## src/rtl/sci_pkg.sv

```systemverilog
`timescale 1ns/1ps
package sci_pkg;
  localparam int ST_TXE  = 7;
  localparam int ST_RXF  = 6;
  localparam int ST_OVR  = 5;
  localparam int ST_TEND = 2;
  localparam int ST_SW   = 0;
  localparam int CT_TIE  = 7;
  localparam int CT_TE   = 5;
  localparam int CT_RE   = 4;
  localparam logic [2:0] A_MODE = 3'd0;
  localparam logic [2:0] A_RATE = 3'd1;
  localparam logic [2:0] A_CTRL = 3'd2;
  localparam logic [2:0] A_TXD  = 3'd3;
  localparam logic [2:0] A_STAT = 3'd4;
  localparam logic [2:0] A_RXD  = 3'd5;
  localparam logic [7:0] ST_RESET = 8'h84;
  localparam int MAX_FRAME = 12;

  typedef struct packed {
    logic       seven;
    logic       par_en;
    logic       par_odd;
    logic       stop2;
    logic [1:0] presc;
  } frame_cfg_t;
endpackage

```

## src/rtl/sci_mode_dec.sv

```systemverilog
`timescale 1ns/1ps
module sci_mode_dec
  import sci_pkg::*;
(
  input  logic [7:0]  mode_i,
  output frame_cfg_t  cfg_o
);
  logic unused_mode;
  assign unused_mode = ^{mode_i[7], mode_i[2]};

  assign cfg_o.seven   = mode_i[6];
  assign cfg_o.par_en  = mode_i[5];
  assign cfg_o.par_odd = mode_i[4];
  assign cfg_o.stop2   = mode_i[3];
  assign cfg_o.presc   = mode_i[1:0];
endmodule

```

## src/rtl/sci_status.sv

```systemverilog
`timescale 1ns/1ps
module sci_status
  import sci_pkg::*;
(
  input  logic       clk,
  input  logic       rst,
  input  logic       rd_stat_i,
  input  logic       wr_stat_i,
  input  logic [7:0] wdata_i,
  input  logic       wr_txd_i,
  input  logic       rd_rx_i,
  input  logic       rx_push_i,
  input  logic       tx_ack_i,
  input  logic       te_i,
  output logic [7:0] stat_o
);
  localparam int FLAG_LO = 3;
  localparam int FLAG_N  = 8 - FLAG_LO;

  logic [7:0]        st_q, st_d;
  logic [FLAG_N-1:0] seen_q, seen_d;

  always_comb begin
    st_d   = st_q;
    seen_d = seen_q;
    if (rd_stat_i) seen_d = seen_q | st_q[7:FLAG_LO];
    if (wr_stat_i) begin
      for (int b = FLAG_LO; b < 8; b++) begin
        if (seen_q[b-FLAG_LO] && !wdata_i[b]) st_d[b] = 1'b0;
      end
      st_d[ST_SW] = wdata_i[ST_SW];
      seen_d      = seen_q & wdata_i[7:FLAG_LO];
      if (st_q[ST_TXE] && !st_d[ST_TXE]) st_d[ST_TEND] = 1'b0;
    end
    if (wr_txd_i) st_d[ST_TEND] = 1'b0;
    if (rd_rx_i)  st_d[ST_RXF]  = 1'b0;
    if (rx_push_i) begin
      if (st_q[ST_RXF]) st_d[ST_OVR] = 1'b1;
      else              st_d[ST_RXF] = 1'b1;
    end
    if (tx_ack_i || !te_i) begin
      st_d[ST_TXE]  = 1'b1;
      st_d[ST_TEND] = 1'b1;
    end
    st_d[1] = 1'b0;
  end

  always_ff @(posedge clk) begin
    if (rst) begin
      st_q   <= ST_RESET;
      seen_q <= '0;
    end else begin
      st_q   <= st_d;
      seen_q <= seen_d;
    end
  end

  assign stat_o = st_q;


  tx_hold_chk: assert property (@(posedge clk) disable iff (rst)
    !te_i |=> (st_q[ST_TXE] && st_q[ST_TEND]));

  rxf_set_src_chk: assert property (@(posedge clk) disable iff (rst)
    $rose(st_q[ST_RXF]) |-> $past(rx_push_i));

  ovr_set_src_chk: assert property (@(posedge clk) disable iff (rst)
    $rose(st_q[ST_OVR]) |-> $past(rx_push_i && st_q[ST_RXF]));

  ovr_clear_src_chk: assert property (@(posedge clk) disable iff (rst)
    $fell(st_q[ST_OVR]) |-> $past(wr_stat_i));

  txe_set_src_chk: assert property (@(posedge clk) disable iff (rst)
    $rose(st_q[ST_TXE]) |-> $past(tx_ack_i || !te_i));
endmodule

```

## src/rtl/sci_tx_shift.sv

```systemverilog
`timescale 1ns/1ps
module sci_tx_shift
  import sci_pkg::*;
#(
  parameter int OVS = 32
)(
  input  logic       clk,
  input  logic       rst,
  input  frame_cfg_t cfg_i,
  input  logic [7:0] rate_i,
  input  logic [7:0] data_i,
  input  logic       req_i,
  output logic       ack_o,
  output logic       line_o
);
  localparam int CW = $clog2(OVS * 256 * 64 + 1);
  localparam int LW = $clog2(MAX_FRAME + 1);

  logic                 busy_q;
  logic [MAX_FRAME-1:0] sh_q, frm;
  logic [LW-1:0]        left_q, len;
  logic [CW-1:0]        cnt_q, per_q, per_d;
  logic                 line_q;
  int                   nb;
  logic                 par;

  always_comb begin
    nb  = cfg_i.seven ? 7 : 8;
    par = (cfg_i.seven ? ^data_i[6:0] : ^data_i) ^ cfg_i.par_odd;
    frm = '1;
    frm[0] = 1'b0;
    for (int i = 0; i < 8; i++) begin
      if (i < nb) frm[1+i] = data_i[i];
    end
    if (cfg_i.par_en) frm[1+nb] = par;
    len   = LW'(2 + nb) + LW'(cfg_i.par_en) + LW'(cfg_i.stop2);
    per_d = (CW'(OVS) * (CW'(rate_i) + CW'(1))) << {cfg_i.presc, 1'b0};
  end

  assign ack_o  = req_i && !busy_q;
  assign line_o = line_q;

  always_ff @(posedge clk) begin
    if (rst) begin
      busy_q <= 1'b0;
      sh_q   <= '1;
      left_q <= '0;
      cnt_q  <= '0;
      per_q  <= '0;
      line_q <= 1'b1;
    end else if (!busy_q) begin
      if (req_i) begin
        busy_q <= 1'b1;
        sh_q   <= frm;
        left_q <= len;
        per_q  <= per_d;
        cnt_q  <= per_d - CW'(1);
        line_q <= frm[0];
      end
    end else if (cnt_q == '0) begin
      if (left_q == LW'(1)) begin
        busy_q <= 1'b0;
        line_q <= 1'b1;
      end else begin
        sh_q   <= {1'b1, sh_q[MAX_FRAME-1:1]};
        left_q <= left_q - LW'(1);
        cnt_q  <= per_q - CW'(1);
        line_q <= sh_q[1];
      end
    end else begin
      cnt_q <= cnt_q - CW'(1);
    end
  end


  start_low_chk: assert property (@(posedge clk) disable iff (rst)
    $rose(busy_q) |-> !line_q);

  idle_high_chk: assert property (@(posedge clk) disable iff (rst)
    !busy_q |-> line_q);

  frame_len_chk: assert property (@(posedge clk) disable iff (rst)
    busy_q |-> (left_q != '0 && left_q <= LW'(MAX_FRAME)));
endmodule

```

## src/rtl/sci_core.sv

```systemverilog
`timescale 1ns/1ps
module sci_core
  import sci_pkg::*;
#(
  parameter int OVS = 32
)(
  input  logic       clk,
  input  logic       rst,
  input  logic [2:0] bus_addr,
  input  logic [7:0] bus_wdata,
  input  logic       bus_wr,
  input  logic       bus_rd,
  output logic [7:0] bus_rdata,
  input  logic       rx_valid,
  input  logic [7:0] rx_byte,
  output logic       tx_line,
  output logic       tx_irq
);
  logic [7:0] mode_q, rate_q, ctrl_q, txd_q, rxd_q, rdata_q, stat;
  logic       wr_stat, rd_stat, wr_txd, rd_rx, rx_push, tx_req, tx_ack;
  frame_cfg_t cfg;

  assign wr_stat = bus_wr && bus_addr == A_STAT;
  assign wr_txd  = bus_wr && bus_addr == A_TXD;
  assign rd_stat = bus_rd && bus_addr == A_STAT;
  assign rd_rx   = bus_rd && bus_addr == A_RXD;
  assign rx_push = rx_valid && ctrl_q[CT_RE];
  assign tx_req  = !stat[ST_TXE] && ctrl_q[CT_TE];

  always_ff @(posedge clk) begin
    if (rst) begin
      mode_q  <= '0;
      rate_q  <= '0;
      ctrl_q  <= '0;
      txd_q   <= '0;
      rxd_q   <= '0;
      rdata_q <= '0;
    end else begin
      if (bus_wr) begin
        case (bus_addr)
          A_MODE:  mode_q <= bus_wdata;
          A_RATE:  rate_q <= bus_wdata;
          A_CTRL:  ctrl_q <= bus_wdata;
          A_TXD:   txd_q  <= bus_wdata;
          default: ;
        endcase
      end
      if (rx_push && !stat[ST_RXF]) rxd_q <= rx_byte;
      if (bus_rd) begin
        case (bus_addr)
          A_MODE:  rdata_q <= mode_q;
          A_RATE:  rdata_q <= rate_q;
          A_CTRL:  rdata_q <= ctrl_q;
          A_TXD:   rdata_q <= txd_q;
          A_STAT:  rdata_q <= stat;
          A_RXD:   rdata_q <= rxd_q;
          default: rdata_q <= '0;
        endcase
      end
    end
  end

  sci_mode_dec u_dec (
    .mode_i (mode_q),
    .cfg_o  (cfg)
  );

  sci_status u_stat (
    .clk       (clk),
    .rst       (rst),
    .rd_stat_i (rd_stat),
    .wr_stat_i (wr_stat),
    .wdata_i   (bus_wdata),
    .wr_txd_i  (wr_txd),
    .rd_rx_i   (rd_rx),
    .rx_push_i (rx_push),
    .tx_ack_i  (tx_ack),
    .te_i      (ctrl_q[CT_TE]),
    .stat_o    (stat)
  );

  sci_tx_shift #(.OVS(OVS)) u_tx (
    .clk    (clk),
    .rst    (rst),
    .cfg_i  (cfg),
    .rate_i (rate_q),
    .data_i (txd_q),
    .req_i  (tx_req),
    .ack_o  (tx_ack),
    .line_o (tx_line)
  );

  assign bus_rdata = rdata_q;
  assign tx_irq    = ctrl_q[CT_TIE] && stat[ST_TXE];


  rx_keep_chk: assert property (@(posedge clk) disable iff (rst)
    (rx_valid && stat[ST_RXF] && !rd_rx) |=> $stable(rxd_q));

  rx_off_chk: assert property (@(posedge clk) disable iff (rst)
    (!ctrl_q[CT_RE]) |=> $stable(rxd_q));
endmodule

```

## config.mk

```make
export PLATFORM = sky130hd
export DESIGN_NAME = sci_core
export DESIGN_NICKNAME = d
export VERILOG_FILES = /design/src/rtl/sci_pkg.sv /design/src/rtl/sci_mode_dec.sv /design/src/rtl/sci_status.sv /design/src/rtl/sci_tx_shift.sv /design/src/rtl/sci_core.sv
export SDC_FILE = /design/constraint.sdc
export NUM_CORES = 1
export LEC_CHECK = 0
export ABC_CLOCK_PERIOD_IN_PS = 3830
export BUFFER_PORTS_ARGS = -buffer_cell sky130_fd_sc_hd__buf_2
export CELL_PAD_IN_SITES_DETAIL_PLACEMENT = 2
export CELL_PAD_IN_SITES_GLOBAL_PLACEMENT = 2
export CORE_ASPECT_RATIO = 1.1
export CORE_MARGIN = 5
export CORE_UTILIZATION = 37
export DETAILED_ROUTE_END_ITERATION = 8
export PLACE_DENSITY_LB_ADDON = 0.1
export SYNTH_ARGS = -nofsm -noshare
export SYNTH_HDL_FRONTEND = slang
export SYNTH_SLANG_ARGS = --single-unit
```

## constraint.sdc

```tcl
create_clock -name clk -period 3.83 [get_ports clk]
set_input_delay 0.383 -clock clk [delete_from_list [all_inputs] [get_ports clk]]
set_output_delay 0.383 -clock clk [all_outputs]
set_load 0.03 [all_outputs]
```

==> results.md, run 1 <==
Setup path:
- The kind of cell with the highest combined delay along the critical path is simple AND/OR/NAND/NOR gates.
- The worst setup path is launched from a flip-flop.
- Across all register-to-register paths, the minimum setup slack is a little over 800 ps.
- The category of the worst setup path capture point is a flip-flop.
- At the worst endpoint, the required time is 4120 ps.
- Of all nets on the critical path, the largest fanout is 10.
- The master of the slowest instance on the critical path is sky130_fd_sc_hd__dfxtp_1.
- The class of the most critical setup path is flip-flop to flip-flop.
- The critical path data arrival time is about 3300 ps.
- The delay of the slowest cell on the worst path is approximately 540 ps.
- Walking the worst path, the cells encountered are ha_1 > o221ai_1 > nor2_1 > o22ai_1 > nand4_2 > or3_4 > mux2_4 > o221ai_2.
- Counting both buffers and inverters, the worst setup path holds a total of 0.
- The worst register-to-register path has a depth of 8.
- In this run the critical register-to-register path is launched from rate_q[0].
- The terminus of the critical flop-to-flop path is u_tx.cnt_q[17].

Worst hold path:
- The worst hold path endpoint is rxd_q[5].
- Along the worst hold path, the cell count comes to 3.
- The class of the tightest hold or removal check is primary input to flip-flop.
- In this run the most critical hold path is launched from rx_byte[5].

Timing:
- Setup repair after global routing left no endpoint under its margin.
- Adding up every negative setup slack in the final design gives 0 ps.
- The number of hold violations in the final report was 0.
- Setup violations remaining at the end of the flow were counted as 0.
- On the final layout, the worst hold slack is about 250 ps.
- The transition at the pin with the smallest max-transition slack is approximately 1100 ps.
- Of the available clock period, the critical path in the final layout requires 0.789.
- The worst slew slack as a fraction of its limit is 0.249.
- The fmax is 331 MHz.
- The final number of max-transition violations came to 0.
- The minimum clock period after layout is 3020 ps.
- The setup skew after layout is between 10 and 15 ps.

Power:
- The worst-case IR drop observed on VDD is roughly 0.22 mV.
- Summed over all cells, the static leakage comes to roughly 2.1 nW.
- Dividing total power by cell area gives a power density of around 370 mW/mm2.

Logic synthesis:
- The fraction of registers with async set/reset is 0.
- The post-synthesis sequential element count is roughly 110.
- Each instance of the synthesized netlist takes up on average 7.91 um2.
- The commonest cells after synthesis are sky130_fd_sc_hd__nand2_1, sky130_fd_sc_hd__dfxtp_1, sky130_fd_sc_hd__nor2_1.
- The synthesized design contains 0 enable-type register cells.
- The netlist uses 84 different library cells.
- Sorting the synthesized cells by area gives the leading types as sky130_fd_sc_hd__dfxtp_1, sky130_fd_sc_hd__nand2_1, sky130_fd_sc_hd__a21oi_1.
- During synthesis, Yosys emitted a total of 0 warnings.
- The most common cell in the synthesized netlist is sky130_fd_sc_hd__nand2_1.
- For this run, the leading register cell type out of synthesis is sky130_fd_sc_hd__dfxtp_1.
- Synthesis produced about 730 cells.
- Of the synthesized area, sequential elements account for 0.365.
- The area of the mapped netlist is between 0.005 and 0.006 mm2.
- The net count after synthesis is 764.
- Of the post-synthesis cell area, the dominant cell type holds 0.365.
- The synthesized design spends more area on one cell type than any other, namely sky130_fd_sc_hd__dfxtp_1.

Floorplan:
- In this run the count of I/O pins placed on the die edge is 34.
- The floorplan step defined a core boundary enclosing roughly 0.016 mm2.
- The die height is ~140 um.
- The site row count is 48.
- The initial core utilization is 0.373.
- The chip width is 129 um.
- The area enclosed by the die boundary is ~0.018 mm2.

Finish:
- Of the cells placed in the final design, the portion with a size suffix greater than 1 is 0.124.
- At the end of the flow the core is filled with cells to 0.410.
- The repair_antennas step left the layout with diodes totalling 0.
- Relative to the synthesized area, the layout overhead comes to 9.78%.
- The net total in the final layout is about 760.
- The finished cells cover 0.00638 mm2.

GRT:
- The number of global-route vias before repair is ~6k.
- The total global routing overflow is 0.
- The pin count of the biggest net entering global routing is between 60 and 70.
- For this run, global-route usage on met1 was measured as 0.256.
- The global-route wire length before repair is around 32 mm.
- For this run, the total global-route usage over all layers was measured as 0.222.
- The number of antenna violations at the first check in global routing was 0.
- In the global route stage, met3 resource usage came out at 0.0320.
- In this run the most used layer during global routing was met2.
- For met2 alone, demand over resource in global routing was 0.411.

Drt:
- The routed wirelength normalized by instance count is approximately 21 um.
- The final layout contains routed wiring with a total length of approximately 20 mm.
- The number of iterations in the first detailed-routing pass is 4.
- The number of DRC markers after the initial detailed-route iteration is between 200 and 250.
- The total via count in the routed design is between 5k and 6k.
- After detailed routing, the number of remaining DRC violations is 0.
- The number of antenna-violating nets in the routed design is 0.
- Using the TritonRoute via totals, the vias-per-cell ratio works out to 5.80.

Clocking:
- For this design, the sink count on the clock tree is ~110.
- The cell at the root of the clock tree is sky130_fd_sc_hd__clkbuf_16.
- The clock-pin slew reported for the worst setup and hold paths after clock tree synthesis is 80 ps.
- Buffers added to address setup during post-CTS repair amount to 0.
- The latest clock arrival within the worst-skew pair is between 300 and 400 ps.
- After clock tree synthesis, the repair step resized 0 gates.
- The cts-stage hold buffer count is 0.
- The TritonCTS clock tree is done.
- The number of clock buffers inserted by TritonCTS is 9.
- The maximum number of buffers from clock root to sink is 2.
- The maximum level of the CTS H-tree is 3.

Place:
- The number of port buffers is 33.
- The placer's final routability congestion estimate is between 0.8 and 0.9.
- The placed standard-cell area is slightly above 0.006 mm2.
- The total half-perimeter wirelength after legalization and detailed placement is 14.8 mm.

Run status:
- The run finished with clean final reports.

Run:
- The max capacitance violation total is 0.
-- where the power goes --
group / internal, mW / switching [mW] / total, mW
registers: 1.11 / 0.0161 / 1.13
clock network: 0.582 / 0.469 / 1.05
logic: 0.0632 / 0.120 / 0.183
-- flip-flops by register name, indices dropped and copies added (netlist names) --
register	flops
u_stat.stat_o	5
u_tx.per_q	15
u_tx.sh_q	9
rate_q	8
u_tx.line_o	1
u_tx.busy_q	1
txd_q	8
mode_q	8
u_stat.seen_q	3
u_tx.cnt_q	20
ctrl_q	8
u_tx.left_q	4
rxd_q	8
bus_rdata	8
-- how the worst max path moves through the flow --
stage,from,end,slack (ps),depth (start not counted)
floorplan,u_tx.busy_q,u_tx.cnt_q[18],1080,12
global placement,u_tx.busy_q,u_tx.cnt_q[17],910,8
detailed placement,mode_q[0],u_tx.cnt_q[17],860,8
CTS,rate_q[0],u_tx.cnt_q[17],840,8
global route,u_tx.cnt_q[15],u_tx.cnt_q[18],640,9
finish,rate_q[0],u_tx.cnt_q[17],810,8
-- worst register-to-register path, stage by stage (launching register included) --
cell                       delay (ps)
sky130_fd_sc_hd__dfxtp_1          540
sky130_fd_sc_hd__ha_1             360
sky130_fd_sc_hd__o221ai_1         410
sky130_fd_sc_hd__nor2_1           220
sky130_fd_sc_hd__o22ai_1          390
sky130_fd_sc_hd__nand4_2          240
sky130_fd_sc_hd__or3_4            420
sky130_fd_sc_hd__mux2_4           310
sky130_fd_sc_hd__o221ai_2          60
-- layer usage --
metal,vias to the layer above,share of wire
met5,-,0
met4,0,0.028
met3,30,0.024
met2,79,0.53
met1,2735,0.42
li1,2602,-
-- kinds of logic (layout without fill, tap and decap cells) --
logic type	count (synthesis)	after routing	share of synthesized area
xor gates and xnor gates	23	23	0.0347
and+or+nand+nor	323	323	0.256
adders and majority gates	6	6	0.0142
DFF	106	106	0.365
AOI/OAI and AO/OA	185	185	0.218
buffers and inverters	66	71	0.0498
muxes	25	25	0.0614
-- placed cells by master, fill, tap and decap left out, drive strengths merged, types with 6 or more instances in the layout --
master  Yosys  layout
dfxtp     106     106
clkbuf     37      10
nand2b     13      13
a211o       8       8
nand3      22      22
inv        14      16
a311oi      9       9
mux2i      12      12
o21ai      17      17
mux2        6       6
mux4        7       7
a211oi     20      20
or3         9       9
a21oi      78      78
buf        15      41
xor2        9       9
and3        6       6
nand2     138     138
nand4       6       6
and2        6       6
nor2       82      82
xnor2      14      14
nor4        8       8
nor3       17      17
-- layout make-up --
| class | count | area [um2] |
|---|---|---|
| tap | 200 | 250 |
| multi-input combinational | 562 | 3400 |
| clock buffer | 10 | 229 |
| sequential | 106 | 2120 |
| fill | 1862 | 9180 |
| timing repair buffer | 41 | 228 |
| clock inverter | 6 | 96.3 |
| inverter | 14 | 52.6 |
-- per-stage QoR --
stage	setup WS (ps)	std cells	total power, mW
global route	636	939	2.45
detailed placement	859	923	1.34
floorplan	1080	734	1.28
global placement	906	923	1.33
CTS	843	939	2.39
finish	808	939	2.36
Power figures use the tool's default switching activity.
==> run 2: changes to the inputs <==
--- a/config.mk
+++ b/config.mk
@@ -5,7 +5,7 @@
 export SDC_FILE = /design/constraint.sdc
 export NUM_CORES = 1
 export LEC_CHECK = 0
-export ABC_CLOCK_PERIOD_IN_PS = 3830
+export ABC_CLOCK_PERIOD_IN_PS = 3200
 export BUFFER_PORTS_ARGS = -buffer_cell sky130_fd_sc_hd__buf_2
 export CELL_PAD_IN_SITES_DETAIL_PLACEMENT = 2
 export CELL_PAD_IN_SITES_GLOBAL_PLACEMENT = 2
==> constraint.sdc (replaced) <==
create_clock -name clk -period 3.2 [get_ports clk]
set_input_delay 0.32 -clock clk [delete_from_list [all_inputs] [get_ports clk]]
set_output_delay 0.32 -clock clk [all_outputs]
set_load 0.03 [all_outputs]
==> run 2 against run 1 <==
Effect of this change: setup slack got worse by 540 ps; clock skew shrank 5.0 ps; critical path type unchanged; worst hold slack got worse by 55 ps; critical path depth grew 1; critical endpoint unchanged; sequential cell count unchanged; wire length grew 4.0%; via count is 0.39% higher; sequential share of layout area shrank 0.36 points; power grew 14%; largest power group unchanged; cell count rose by 1.5%; design area grew 1.1%.
==> results.md, run 2 (synthesized netlist as in run 1, its figures left out) <==
Clocking:
- The post-cts repair resize count came to 0 (unchanged).
- The post-CTS setup-driven buffer insertion count was 0 (unchanged).
- The cell at the root of the clock tree is sky130_fd_sc_hd__clkbuf_16.
- The number of clock buffers inserted by TritonCTS is 9 (unchanged).
- The maximum level of the CTS H-tree is 3 (unchanged).
- The clock-pin slew reported for the worst setup and hold paths after clock tree synthesis is 80 ps (about the same).
- The latest clock arrival within the worst-skew pair is 360 ps (about the same).
- The clock net sink count is 106 (unchanged).
- TritonCTS built the clock tree.
- The cts-stage hold buffer count is 0 (unchanged).
- The maximum number of buffers from clock root to sink is 2 (unchanged).

Floorplan:
- The initial core utilization came to 0.373 (unchanged).
- The area enclosed by the die boundary was 0.0183 mm2 (unchanged).
- The placeable core region was 0.0156 mm2 (unchanged).
- The site row count was 48 (unchanged).
- The die height was 141 um (unchanged).
- The top-level I/O count is 34 (unchanged).
- The chip width is 129 um (unchanged).

Timing:
- The portion of the clock cycle consumed by the worst path in the final layout was 0.915 (+0.126).
- Setup repair after global routing left no endpoint under its margin.
- The setup skew after layout came to 7.96 ps (-5.00 ps).
- The fmax came to 341 MHz (+3.2%).
- The final number of max-transition violations is 0 (unchanged).
- The worst slew slack as a fraction of its limit is 0.560 (+0.311).
- The count of final setup violators was 0 (unchanged).
- The minimum clock period after layout is 2930 ps (-93.2 ps).
- The final worst setup slack was 271 ps (-537 ps).
- The final hold slack is 192 ps (-54.9 ps).
- The number of hold violations in the final report is 0 (unchanged).
- The final total negative setup slack is 0 ps (unchanged).
- The transition at the pin with the smallest max-transition slack is 653 ps (-464 ps).

Place:
- The number of port buffers is 33 (unchanged).
- The placer's final routability congestion estimate is 0.861 (-2.6%).
- The total half-perimeter wirelength after legalization and detailed placement is 15.3 mm (+3.3%).
- The post-place setup slack is 325 ps (-535 ps).
- The number of placed instances with taps included is 937 (+1.5%).

Drt:
- The number of remaining DRC errors is 0 (unchanged).
- The total via count in the routed design is 5467 (+0.39%).
- The number of DRC markers after the initial detailed-route iteration came to 166 (-21%).
- The post-detailed-routing wire length was 20.6 mm (+4.0%).
- The number of antenna-violating nets in the routed design came to 0 (unchanged).
- The routed wirelength normalized by instance count came to 21.6 um (+2.5%).
- The number of iterations in the first detailed-routing pass is 4 (unchanged).
- The via count normalized by instance count is 5.74 (-1.1%).

Finish:
- The flip-flop count of the largest register, all copies and words added was 20 (unchanged).
- Relative to the synthesized area, the layout overhead comes to 11.0%.
- The total inserted antenna cells is 0 (unchanged).
- The register area is 0.00212 mm2 (unchanged).
- The net total in the final layout is 778 (+1.8%).
- The largest registers in the layout are u_tx.cnt_q (20), u_tx.per_q (15), u_tx.sh_q (9).
- The top cell types in the final layout, fill and taps aside, are sky130_fd_sc_hd__nand2_1, sky130_fd_sc_hd__dfxtp_1, sky130_fd_sc_hd__nor2_1.
- The share of post-route cells with drive strength above 1 is 0.142 (+0.0176).
- The layout filler cell count is 1791 (-3.8%).
- The library cell used most frequently in the layout, excluding fill and tap cells, is sky130_fd_sc_hd__nand2_1.
- The area of the multi-input gates came to 0.00340 mm2 (unchanged).
- The largest register by flop count is u_tx.cnt_q.
- The final cell count without fillers is 953 (+1.5%).

Run status:
- The flow ran to the end, and the final reports show no timing, DRC or antenna violations.

Setup path:
- The count of buffering cells on the critical path with inverters included is 0 (unchanged).
- The critical path data arrival time came to 3220 ps (-90 ps).
- The class of the most critical setup path is flip-flop to flip-flop.
- STA classifies the critical path endpoint as a flip-flop.
- The most critical setup path has its startpoint at rate_q[0].
- The critical path goes through ha_1 > and4_4 > a21oi_2 > o311ai_1 > a32o_2 > nand4_2 > or3_4 > mux2_4 > o221ai_2.
- The largest driver fanout on the critical path is 10 (unchanged).
- In this run the critical register-to-register path is launched from rate_q[0].
- The cell family contributing the most delay on the critical path is simple AND/OR/NAND/NOR gates.
- The master of the slowest instance on the critical path is sky130_fd_sc_hd__dfxtp_1.
- The required time at the worst-slack endpoint was 3490 ps (-630 ps).
- The delay of the slowest cell on the worst path is 520 ps (-20 ps).
- The depth of the worst register-to-register path is 9 (+1).
- STA classifies the critical path startpoint as a flip-flop.
- The logic depth of the worst setup path including buffers is 9 (+1).

GRT:
- The number of global-route vias before repair is 6185 (+3.8%).
- The number of antenna violations at the first check in global routing is 0 (unchanged).
- The total global routing overflow is 0 (unchanged).
- The global-route wire length before repair is 33.5 mm (+5.2%).
- The pin count of the biggest net entering global routing is 58 (-15%).
- The global routing usage summed across all routing layers is 0.232 (+0.0102).

Worst hold path:
- The tightest min-delay check is of the primary input to flip-flop type.
- The hold path depth is 3 (unchanged).
- The worst hold path startpoint is rx_byte[6].

Power:
- The maximum vdd ir drop came to 0.250 mV (+14%).
- The cell area power density is 418 mW/mm2 (+13%).
- The overall power is 2.69 mW (+14%).
- The static leakage power is 2.16 nW (+2.1%).

Run:
- The max capacitance violation total is 0 (unchanged).
## run 2: where the power goes
group          switching [mW]  total [mW]  internal, mW
clock                   0.577        1.12         0.542
sequential             0.0193        1.35          1.33
combinational           0.145       0.222        0.0776
## run 2: worst min-delay path, stage by stage
cell and delay [ps]:
sky130_fd_sc_hd__buf_2 90, sky130_fd_sc_hd__nand2_1 50, sky130_fd_sc_hd__a21oi_1 50
## run 2: routing by layer
layer / routed length, um / GRT usage / vias up
li1: - / - / 2636
met1: 8510 / 0.263 / 2717
met2: 11100 / 0.438 / 74
met3: 350 / 0.0267 / 40
met4: 684 / 0.0946 / 0
met5: 0 / 0 / -
## run 2: final timing paths
check / end / slack (ps)
worst max-delay path: u_tx.cnt_q[17] / 270
worst min register to register: u_tx.per_q[18] / 470
worst max register to register: u_tx.cnt_q[17] / 270
worst min-delay path: rxd_q[6] / 190
## run 2: layout make-up
type | instances | share of cell area
Clock buffer | 9 | 0.0349
Sequential cell | 106 | 0.329
Clock inverter | 7 | 0.0101
Timing Repair Buffer | 55 | 0.0516
Inverter | 14 | 0.00815
Multi-Input combinational cell | 562 | 0.527
Tap cell | 200 | 0.0388
## run 2: through the flow
step / util / cell area (um2)
global route: 0.414 / 6450
detailed placement: 0.396 / 6160
global placement: 0.396 / 6160
finish: 0.414 / 6450
floorplan: - / 5810
CTS: 0.414 / 6450
